<file path="src/rtl/tdm_tx_pkg.sv">
package tdm_tx_pkg;

    typedef enum logic [1:0] {
        MODE_ALL     = 2'b00,
        MODE_SKIP    = 2'b01,
        MODE_MASK    = 2'b10,
        MODE_ALL_ALT = 2'b11
    } tx_mode_e;

    // What a slot does with the holding register and the pin
    typedef struct packed {
        logic consume;
        logic drive;
    } slot_plan_t;

    function automatic slot_plan_t plan_slot(input tx_mode_e mode, input logic picked);
        slot_plan_t p;
        case (mode)
            MODE_SKIP: begin
                p.consume = picked;
                p.drive   = picked;
            end
            MODE_MASK: begin
                p.consume = 1'b1;
                p.drive   = picked;
            end
            default: begin
                p.consume = 1'b1;
                p.drive   = 1'b1;
            end
        endcase
        return p;
    endfunction

    function automatic int unsigned idx_width(input int unsigned n);
        return (n > 1) ? $clog2(n) : 1;
    endfunction

endpackage

</file>
<file path="src/rtl/tdm_bit_timer.sv">
module tdm_bit_timer import tdm_tx_pkg::*; #(
    parameter int NUM_CH = 8,
    parameter int WORD_W = 8,
    parameter int DIV    = 2,
    localparam int SLOT_W = idx_width(NUM_CH),
    localparam int BIT_W  = idx_width(WORD_W),
    localparam int DIV_W  = idx_width(DIV)
) (
    input  logic              clk,
    input  logic              rst,
    output logic              bit_stb,
    output logic              slot_load,
    output logic              frame_start,
    output logic [SLOT_W-1:0] next_slot,
    output logic              fsync,
    output logic              bit_clk
);

    logic [DIV_W-1:0]  div_cnt;
    logic [BIT_W-1:0]  bit_idx;
    logic [SLOT_W-1:0] slot_idx;
    logic              started;
    logic              last_bit;
    logic              last_slot;

    assign bit_stb     = (div_cnt == DIV_W'(DIV - 1));
    assign bit_clk     = (div_cnt >= DIV_W'(DIV / 2));
    assign last_bit    = (bit_idx == BIT_W'(WORD_W - 1));
    assign last_slot   = (slot_idx == SLOT_W'(NUM_CH - 1));
    assign slot_load   = bit_stb && (!started || last_bit);
    assign next_slot   = (!started || last_slot) ? '0 : slot_idx + SLOT_W'(1);
    assign frame_start = slot_load && (next_slot == '0);

    always_ff @(posedge clk) begin
        if (rst) begin
            div_cnt <= '0;
        end else if (bit_stb) begin
            div_cnt <= '0;
        end else begin
            div_cnt <= div_cnt + DIV_W'(1);
        end
    end

    always_ff @(posedge clk) begin
        if (rst) begin
            started  <= 1'b0;
            bit_idx  <= '0;
            slot_idx <= '0;
            fsync    <= 1'b0;
        end else if (bit_stb) begin
            started <= 1'b1;
            fsync   <= frame_start;
            if (slot_load) begin
                bit_idx  <= '0;
                slot_idx <= next_slot;
            end else begin
                bit_idx <= bit_idx + BIT_W'(1);
            end
        end
    end


    stb_spacing_chk: assert property (@(posedge clk) disable iff (rst)
        bit_stb |=> !bit_stb);


    fsync_one_bit_chk: assert property (@(posedge clk) disable iff (rst)
        fsync && bit_stb |=> !fsync);

endmodule

</file>
<file path="src/rtl/tdm_slot_select.sv">
module tdm_slot_select import tdm_tx_pkg::*; #(
    parameter int NUM_CH = 8,
    parameter int BLK_W  = 4,
    parameter int SEL_W  = 1,
    localparam int SLOT_W = idx_width(NUM_CH)
) (
    input  tx_mode_e          mode,
    input  logic [SEL_W-1:0]  blk_sel,
    input  logic [BLK_W-1:0]  chan_en,
    input  logic [SLOT_W-1:0] slot,
    output slot_plan_t        plan
);

    logic [NUM_CH-1:0] picked_vec;

    for (genvar g = 0; g < NUM_CH; g++) begin : g_pick
        localparam int BLK = g / BLK_W;
        localparam int POS = g % BLK_W;
        assign picked_vec[g] = (blk_sel == SEL_W'(BLK)) && chan_en[POS];
    end

    assign plan = plan_slot(mode, picked_vec[slot]);

endmodule

</file>
<file path="src/rtl/tdm_tx_buffer.sv">
module tdm_tx_buffer #(
    parameter int WORD_W = 8
) (
    input  logic              clk,
    input  logic              rst,
    input  logic              wr_en,
    input  logic [WORD_W-1:0] wr_data,
    input  logic              bit_stb,
    input  logic              load,
    input  logic              consume,
    output logic              tx_ready,
    output logic              underflow,
    output logic              msb
);

    logic [WORD_W-1:0] hold_q;
    logic [WORD_W-1:0] shift_q;
    logic              full_q;
    logic              uflow_q;
    logic              take;

    assign take = load && consume;

    always_ff @(posedge clk) begin
        if (rst) begin
            hold_q  <= '0;
            shift_q <= '0;
            full_q  <= 1'b0;
            uflow_q <= 1'b0;
        end else begin
            if (wr_en) begin
                hold_q <= wr_data;
            end
            if (take) begin
                shift_q <= hold_q;
            end else if (bit_stb) begin
                shift_q <= {shift_q[WORD_W-2:0], 1'b0};
            end
            if (wr_en) begin
                full_q <= 1'b1;
            end else if (take) begin
                full_q <= 1'b0;
            end
            if (take && !full_q) begin
                uflow_q <= 1'b1;
            end
        end
    end

    assign tx_ready  = !full_q;
    assign underflow = uflow_q;
    assign msb       = shift_q[WORD_W-1];


    ready_drop_chk: assert property (@(posedge clk) disable iff (rst)
        wr_en |=> !tx_ready);


    ready_return_chk: assert property (@(posedge clk) disable iff (rst)
        take && !wr_en |=> tx_ready);


    underflow_sticky_chk: assert property (@(posedge clk) disable iff (rst)
        underflow |=> underflow);


    stale_word_kept_chk: assert property (@(posedge clk) disable iff (rst)
        tx_ready && !wr_en |=> $stable(hold_q));

endmodule

</file>
<file path="src/rtl/tdm_tx.sv">
module tdm_tx import tdm_tx_pkg::*; #(
    parameter int NUM_CH = 8,
    parameter int BLK_W  = 4,
    parameter int WORD_W = 8,
    parameter int DIV    = 2,
    localparam int NUM_BLK = NUM_CH / BLK_W,
    localparam int SEL_W   = idx_width(NUM_BLK),
    localparam int SLOT_W  = idx_width(NUM_CH)
) (
    input  logic              clk,
    input  logic              rst,
    input  logic [1:0]        cfg_mode,
    input  logic [SEL_W-1:0]  cfg_blk,
    input  logic [BLK_W-1:0]  cfg_chan_en,
    input  logic              wr_en,
    input  logic [WORD_W-1:0] wr_data,
    output logic              tx_ready,
    output logic              underflow,
    output logic              bit_clk,
    output logic              fsync,
    output logic              tx_data,
    output logic              tx_oe
);

    logic              bit_stb;
    logic              slot_load;
    logic              frame_start;
    logic [SLOT_W-1:0] next_slot;
    logic              msb;

    tx_mode_e          mode_q;
    logic [SEL_W-1:0]  blk_q;
    logic [BLK_W-1:0]  en_q;
    tx_mode_e          mode_eff;
    logic [SEL_W-1:0]  blk_eff;
    logic [BLK_W-1:0]  en_eff;
    slot_plan_t        plan;
    logic              oe_q;

    tdm_bit_timer #(.NUM_CH(NUM_CH), .WORD_W(WORD_W), .DIV(DIV)) i_timer (
        .clk        (clk),
        .rst        (rst),
        .bit_stb    (bit_stb),
        .slot_load  (slot_load),
        .frame_start(frame_start),
        .next_slot  (next_slot),
        .fsync      (fsync),
        .bit_clk    (bit_clk)
    );

    // Frame-start sampling of the configuration
    always_ff @(posedge clk) begin
        if (rst) begin
            mode_q <= MODE_ALL;
            blk_q  <= '0;
            en_q   <= '0;
        end else if (frame_start) begin
            mode_q <= tx_mode_e'(cfg_mode);
            blk_q  <= cfg_blk;
            en_q   <= cfg_chan_en;
        end
    end

    assign mode_eff = frame_start ? tx_mode_e'(cfg_mode) : mode_q;
    assign blk_eff  = frame_start ? cfg_blk : blk_q;
    assign en_eff   = frame_start ? cfg_chan_en : en_q;

    tdm_slot_select #(.NUM_CH(NUM_CH), .BLK_W(BLK_W), .SEL_W(SEL_W)) i_select (
        .mode   (mode_eff),
        .blk_sel(blk_eff),
        .chan_en(en_eff),
        .slot   (next_slot),
        .plan   (plan)
    );

    tdm_tx_buffer #(.WORD_W(WORD_W)) i_buffer (
        .clk      (clk),
        .rst      (rst),
        .wr_en    (wr_en),
        .wr_data  (wr_data),
        .bit_stb  (bit_stb),
        .load     (slot_load),
        .consume  (plan.consume),
        .tx_ready (tx_ready),
        .underflow(underflow),
        .msb      (msb)
    );

    always_ff @(posedge clk) begin
        if (rst) begin
            oe_q <= 1'b0;
        end else if (slot_load) begin
            oe_q <= plan.drive;
        end
    end

    assign tx_oe   = oe_q;
    assign tx_data = oe_q & msb;


    hidden_slot_quiet_chk: assert property (@(posedge clk) disable iff (rst)
        slot_load && !plan.drive |=> !tx_oe);


    driven_slot_has_word_chk: assert property (@(posedge clk) disable iff (rst)
        slot_load && plan.drive |-> plan.consume);


    quiet_pin_low_chk: assert property (@(posedge clk) disable iff (rst)
        !tx_oe |-> !tx_data);

endmodule

</file>
<file path="config.mk">
export PLATFORM = sky130hd
export DESIGN_NAME = tdm_tx
export DESIGN_NICKNAME = d
export VERILOG_FILES = /design/src/rtl/tdm_tx_pkg.sv /design/src/rtl/tdm_bit_timer.sv /design/src/rtl/tdm_slot_select.sv /design/src/rtl/tdm_tx_buffer.sv /design/src/rtl/tdm_tx.sv
export SDC_FILE = /design/constraint.sdc
export NUM_CORES = 1
export LEC_CHECK = 0
export ABC_AREA = 0
export CAP_MARGIN = 20
export CORE_MARGIN = 2
export CORE_UTILIZATION = 50
export DETAILED_ROUTE_END_ITERATION = 12
export PLACE_DENSITY = 0.74
export SETUP_SLACK_MARGIN = 0.1
export SLEW_MARGIN = 20
export SYNTH_ARGS = -nofsm -noshare
export SYNTH_HDL_FRONTEND = slang
export SYNTH_SLANG_ARGS = --single-unit
</file>
<file path="constraint.sdc">
create_clock -name clk -period 3.53 [get_ports clk]
set_input_delay 0.706 -clock clk [delete_from_list [all_inputs] [get_ports clk]]
set_output_delay 0.706 -clock clk [all_outputs]
set_load 0.1 [all_outputs]
</file>
Yosys cells after proc, flatten, opt, wreduce, memory -nomap -nowiden
Cells that the tools add are included.
- $add $sub $neg: 3
- reductions and logical operators: 21
- magnitude comparators: 2
- muxes and demuxes: 12
- eq/ne operators: 4
- bitwise logic cells: 2
- operators with widths (kind ; count):
    8-bit two-way mux ; 2
    1-bit logical AND ; 12
    3-bit by 1-bit adder with 3-bit output (second input constant) ; 2
    3-bit equality test (second input constant) ; 2
    3-bit two-way mux ; 2
    3-bit by 4-bit < comparator with 1-bit output (second input constant) ; 1
    1-bit two-way mux ; 4
    4-bit two-way mux ; 1
    2-bit one-hot mux with 2 select lines ; 1
    2-bit nonzero test ; 2
    1-bit binary-select mux with 3-bit select ; 1
    3-bit logical NOT ; 1
    2-bit by 1-bit equality test with 1-bit output (second input constant) ; 1
    2-bit equality test (second input constant) ; 1
    1-bit logical NOT ; 2
    1-bit logical OR ; 2
    2-bit two-way mux ; 1
    2-bit AND reduction ; 1
    2-bit OR reduction ; 1
    1-bit adder (second input constant) ; 1
    1-bit bitwise AND ; 1
    1-bit greater-or-equal comparator (second input constant) ; 1
    1-bit inverter ; 1
- input bits: 18
- register bits: 35
- word-level logic and storage cells: 57
- output and inout port bits: 6

Longest topological paths before layout
- depth in word-level cells: 14
- depth in mapped cells: 14
- depth with buffers taken out: 11

Modules after synthesis
A second synthesis with hierarchy kept.
- cells, all modules: 159
- area total of the unflattened synthesis: 1616.6 sq um
- modules (own cells, without submodules) (module ; instances ; area each (sq um) ; seq. area each (sq um) ; cells each):
    tdm_tx_buffer ; 1 ; 714.4 ; 360.3 ; 70
    tdm_bit_timer ; 1 ; 473.0 ; 180.2 ; 54
    tdm_tx ; 1 ; 340.3 ; 160.2 ; 26
    tdm_slot_select ; 1 ; 88.8 ; 0.0 ; 9

Worst setup path after synthesis
OpenSTA, ideal clock, no wires.
- path kind: reg2reg
- from: register i_timer.div_cnt, in the netlist i_timer.bit_stb
- to: register i_buffer.shift_q[1]
- cell stages (with the launch flop): 10
- data required time: 3.444 ns
- data arrival time: 2.926 ns
- path slack: 0.519 ns
- buffers on the path: 1
- period minus slack after synthesis: 3.011 ns
- library setup time: 0.086 ns
- cell sequence: dfxtp_1 > o211a_4 > nor2b_1 > buf_2 > mux2i_1 > inv_1 > ha_1 > o21ai_1 > a32oi_1 > a211oi_1
- elaborated cells between the ends (all ways): 22
- those cells by class: eq/ne (2); mux (7); bitwise (1); reduce/logical (12)
- RTL lines (what ; RTL line ; RTL):
    start, declared ; tdm_bit_timer.sv:19 ; logic [DIV_W-1:0] div_cnt;
    start signal, assigned ; tdm_bit_timer.sv:40 ; div_cnt <= div_cnt + DIV_W'(1);
    1-bit logical AND * ; tdm_bit_timer.sv:30 ; assign slot_load = bit_stb && (!started || last_bit);
    1-bit logical AND * ; tdm_bit_timer.sv:32 ; assign frame_start = slot_load && (next_slot == '0);
    2-bit two-way mux * ; n/a ;
    named net i_select.mode[1] ; tdm_slot_select.sv:7 ; input tx_mode_e mode,
    2-bit equality test or 2-bit by 1-bit equality test with 1-bit output (tied branches) ; tdm_tx_pkg.sv:18 ; case (mode)
    2-bit one-hot mux with 2 select lines * ; tdm_tx_pkg.sv:18 ;
    1-bit logical AND * ; tdm_tx_buffer.sv:22 ; assign take = load && consume;
    8-bit two-way mux or 2-bit nonzero test (tied branches) ; n/a ;
    end signal, assigned ; tdm_tx_buffer.sv:35 ; shift_q <= hold_q;
    end signal, assigned ; tdm_tx_buffer.sv:37 ; shift_q <= {shift_q[WORD_W-2:0], 1'b0};
    end, declared ; tdm_tx_buffer.sv:17 ; logic [WORD_W-1:0] shift_q;
The timed path passes the listed nets; every way through them passes the cells marked *. The select of a mux whose other input is x is not followed.
A chain may end at the register's enable or synchronous reset.

Worst setup path after layout
- from: register i_timer.slot_idx[0]
- to: register i_buffer.shift_q[4]
- elaborated cells between the ends (all ways): 26
- those cells by class: add/sub (1); eq/ne (3); mux (8); bitwise (1); reduce/logical (13)
- RTL lines (what ; RTL line ; RTL):
    start, declared ; tdm_bit_timer.sv:21 ; logic [SLOT_W-1:0] slot_idx;
    start signal, assigned ; tdm_bit_timer.sv:55 ; slot_idx <= next_slot;
    branches (longest 2 deep; another with 3-bit by 1-bit adder with 3-bit output) ; n/a ;
    3-bit two-way mux * ; tdm_bit_timer.sv:31 ; assign next_slot = (!started || last_slot) ? '0 : slot_idx + SLOT_W'(1);
    3-bit logical NOT * ; tdm_bit_timer.sv:32 ;
    1-bit logical AND * ; tdm_bit_timer.sv:32 ;
    2-bit two-way mux * ; n/a ;
    named net i_select.mode[1] ; tdm_slot_select.sv:7 ;
    2-bit equality test or 2-bit by 1-bit equality test with 1-bit output (tied branches) ; tdm_tx_pkg.sv:18 ;
    2-bit one-hot mux with 2 select lines * ; tdm_tx_pkg.sv:18 ;
    1-bit logical AND * ; tdm_tx_buffer.sv:22 ;
    8-bit two-way mux or 2-bit nonzero test (tied branches) ; n/a ;
Mark *: on every way through the listed nets, which the timed path passes. The select of a mux whose other input is x is not followed.

==> impl_metrics.py <==
metrics = {
    "placed_design": {
        "place_hpwl_um": 2710,
        "placed_cell_area_um2": 1900,
        "io_buffers": 23,
        "gp_congestion": 0.945,
    },
    "setup_path": {
        "crit_fanout": 9,
        "arrival_ns": 3.46,
        "crit_path_start_kind": "register",
        "r2r-end": "i_buffer.shift_q[4]",
        "end_kind": "register",
        "cp.depth": 11,
        "worstPathCellList": "ha_1, ha_1, nor2_1, o211a_4, nor2b_1, mux2i_1, inv_1, ha_1, a311o_2, a32oi_1, a211oi_1",
        "r2r_slack_ns": 0.28,
        "ff2ff_path_depth": 11,
        "regToRegStartpoint": "i_timer.slot_idx[0]",
        "path_class": "register to register",
        "worst_path_largest_cell_delay_ns": 0.42,
        "path_delay_family": "compound AO/OA/AOI/OAI gates",
        "worstPathRequired_ns": 3.74,
        "path_common_cell": "ha_1",
        "worst-path-buf-inv": 1,
        "slowest_stage": "a311o_2",
    },
    "global_routing": {
        "grt_pass1_wl_um": 6070,
        "grt_max_degree": 36,
        "grt_pass1_vias": 1293,
        "antenna_found_initial": 0,
        "grt_usage_pct": 21.9,
        "grt.overflow.total": 0,
    },
    "floorplan": {
        "rows": 20,
        "core_area_um2": 3100,
        "initial_core_util_pct": 53.3,
        "die_w_um": 61.5,
        "ios": 24,
        "die_h_um": 61.5,
        "dieArea_um2": 3780,
    },
    "detailed_routing": {
        "drt_wl_total_um": 3860,
        "drt_first_pass_iters": 5,
        "vias": 1454,
        "viasPerCell": 5.75,
        "post_drt_wl_per_cell_um": 15.2,
        "drtIter0Drc": 141,
        "drt.antenna.violating_nets": 0,
        "drc": 0,
    },
    "final_layout": {
        "stdcell_area_um2": 1990,
        "area_delta_synth_final_pct": 20.2,
        "final_nets": 232,
        "fill_cells": 293,
        "drive_above_1_share_pct": 10.0,
        "final_common_cell": "nor2_1",
        "layout_common_cells": "36 x nor2_1, 34 x dfxtp_1, 22 x clkdlybuf4s50_1",
        "antenna_cells": 0,
    },
    "clock_network": {
        "clockRootBuffer": "clkbuf_4",
        "cts_resized": 1,
        "clock_path_buffers": 2,
        "insertion_delay_ns": 0.33,
        "cts_buffers": 5,
        "cts_tree": "done",
        "cts_hold_buf": 0,
        "postCtsSetupBuffers": 0,
        "cts.sinks": 35,
        "clk_pin_slew_ns": 0.10,
        "htree_levels": 2,
    },
    "pwr": {
        "leakage_nw": 0.811,
        "clock_power_share_pct": 28.1,
        "pwr-share-comb_pct": 22.1,
        "power_density_nw_per_um2": 438,
        "vdd_drop_max_mv": 0.275,
        "swShare_pct": 30.2,
        "p_int_mw": 0.607,
        "seqPwrFrac_pct": 49.8,
        "switchingPower_mw": 0.263,
        "finalPower_mw": 0.871,
    },
    "worst_hold_path": {
        "hold_end": "en_q[0]",
        "min_delay_path_depth": 2,
        "hold_class": "register to register",
        "hp-start": "en_q[0]",
    },
    "synth": {
        "seq_area_frac_synth_pct": 42.4,
        "synth_edf_count": 0,
        "synth-main-ff-cell": "dfxtp_1",
        "synth_area_per_cell_um2": 8.84,
        "async_flop_share_pct": 0,
        "netlist_instances": 187,
        "ys_ff_latch": 35,
        "synth_cell_types": 38,
        "syn_area_um2": 1650,
        "syn-num-nets": 211,
        "ys_warn_count": 0,
    },
    "sta": {
        "tightestPinTransition_ns": 0.973,
        "rsz0062_at_grt": "no",
        "finClkSkew_ns": 0.00816,
        "finalCriticalPeriod_ns": 3.25,
        "final_max_slew_viol_count": 0,
        "finalHoldViolCount": 0,
        "setup_viol": 0,
        "fin_hold_ws_ns": 0.459,
        "fin_tns_setup_ns": 0,
        "period_share_pct": 92.1,
        "fmax_ghz": 0.307,
        "slew_headroom_pct": 34.9,
    },
    "flow_run": {
        "maxCapViolCount": 0,
    },
    "run_status": {
        "status": "finished clean",
    },
}
## worst reg2reg max path, delay by kind of cell, from the launching register on
kind                       cells  cell delay (ns)
AOI/OAI and AO/OA              4             0.94
adders and majority gates      3             0.94
buffers and inverters          1             0.09
DFF                            1             0.38
muxes                          1             0.33
and+or+nand+nor                2             0.46
## power groups by stage
stage	sequential [mW]	combinational, mW	clock [mW]
after floorplan	0.465	0.112	0
after CTS	0.433	0.188	0.249
after global routing	0.436	0.207	0.266
final	0.434	0.192	0.245
after detailed placement	0.442	0.185	0
after global placement	0.440	0.180	0
## per-layer routing
layer	up-vias	GRT usage [%]	share of wire [%]
met1	695	29.9	45
met3	8	6.72	5.2
met2	41	32.2	48
met5	-	0	0
li1	710	-	-
met4	0	8.81	1.5
## logic make-up after synthesis
logic type | after synthesis | share of synthesized area, %
compound gates | 45 | 21.9
fa+ha+maj | 6 | 4.54
buf+inv | 19 | 5.37
flops | 35 | 42.4
mux | 11 | 6.66
simple gates | 71 | 19.2
## worst max path at each step
| stage | to | slack, ns | startpoint |
|---|---|---|---|
| after CTS | i_buffer.shift_q[4] | 0.10 | i_timer.slot_idx[0] |
| after global placement | i_buffer.shift_q[4] | 0.16 | i_timer.slot_idx[0] |
| after detailed placement | i_buffer.shift_q[4] | 0.005 | i_timer.slot_idx[0] |
| after floorplan | i_buffer.shift_q[1] | 0.52 | i_timer.bit_stb |
| final | i_buffer.shift_q[4] | 0.28 | i_timer.slot_idx[0] |
| after global routing | i_buffer.shift_q[4] | 0.10 | i_timer.slot_idx[0] |
## Yosys cell counts (3+ instances only)
master	number	area share, %
dfxtp_1	35	42
a21oi_1	11	3.3
a32oi_1	8	4.2
and3_1	7	2.6
inv_1	6	1.4
clkbuf_1	8	1.8
nand2_1	15	3.4
a211oi_1	8	3.6
ha_1	6	4.5
nand3_1	3	0.91
nor2_1	36	8.2
mux2i_1	11	6.7
## area by class of cell
| class | count | area (um^2) | share of cell area, % |
|---|---|---|---|
| Multi-Input combinational cell | 133 | 881 | 44.3 |
| Sequential cell | 35 | 702 | 35.3 |
| Timing Repair Buffer | 27 | 258 | 13.0 |
| Clock buffer | 8 | 68.8 | 3.46 |
| Tap cell | 44 | 55.1 | 2.77 |
| Inverter | 6 | 22.5 | 1.13 |
## state kept, by name, summed over array words and instances (netlist names)
name,count
en_q,4
i_buffer.full_q,1
i_timer.bit_idx,3
i_timer.started,1
i_buffer.hold_q,8
i_buffer.underflow,1
mode_q,2
i_timer.fsync,1
i_buffer.shift_q,8
i_timer.bit_stb,1
i_timer.slot_idx,3
tx_oe,1
blk_q,1
## per-stage QoR
step	setup slack [ns]	util, %	std cells
after detailed placement	0.00477	61.2	245
after CTS	0.102	63.5	253
after global routing	0.104	64.0	253
after global placement	0.159	61.2	245
final	0.278	64.0	253
after floorplan	0.519	-	187
(Power assumes the default switching activity.)
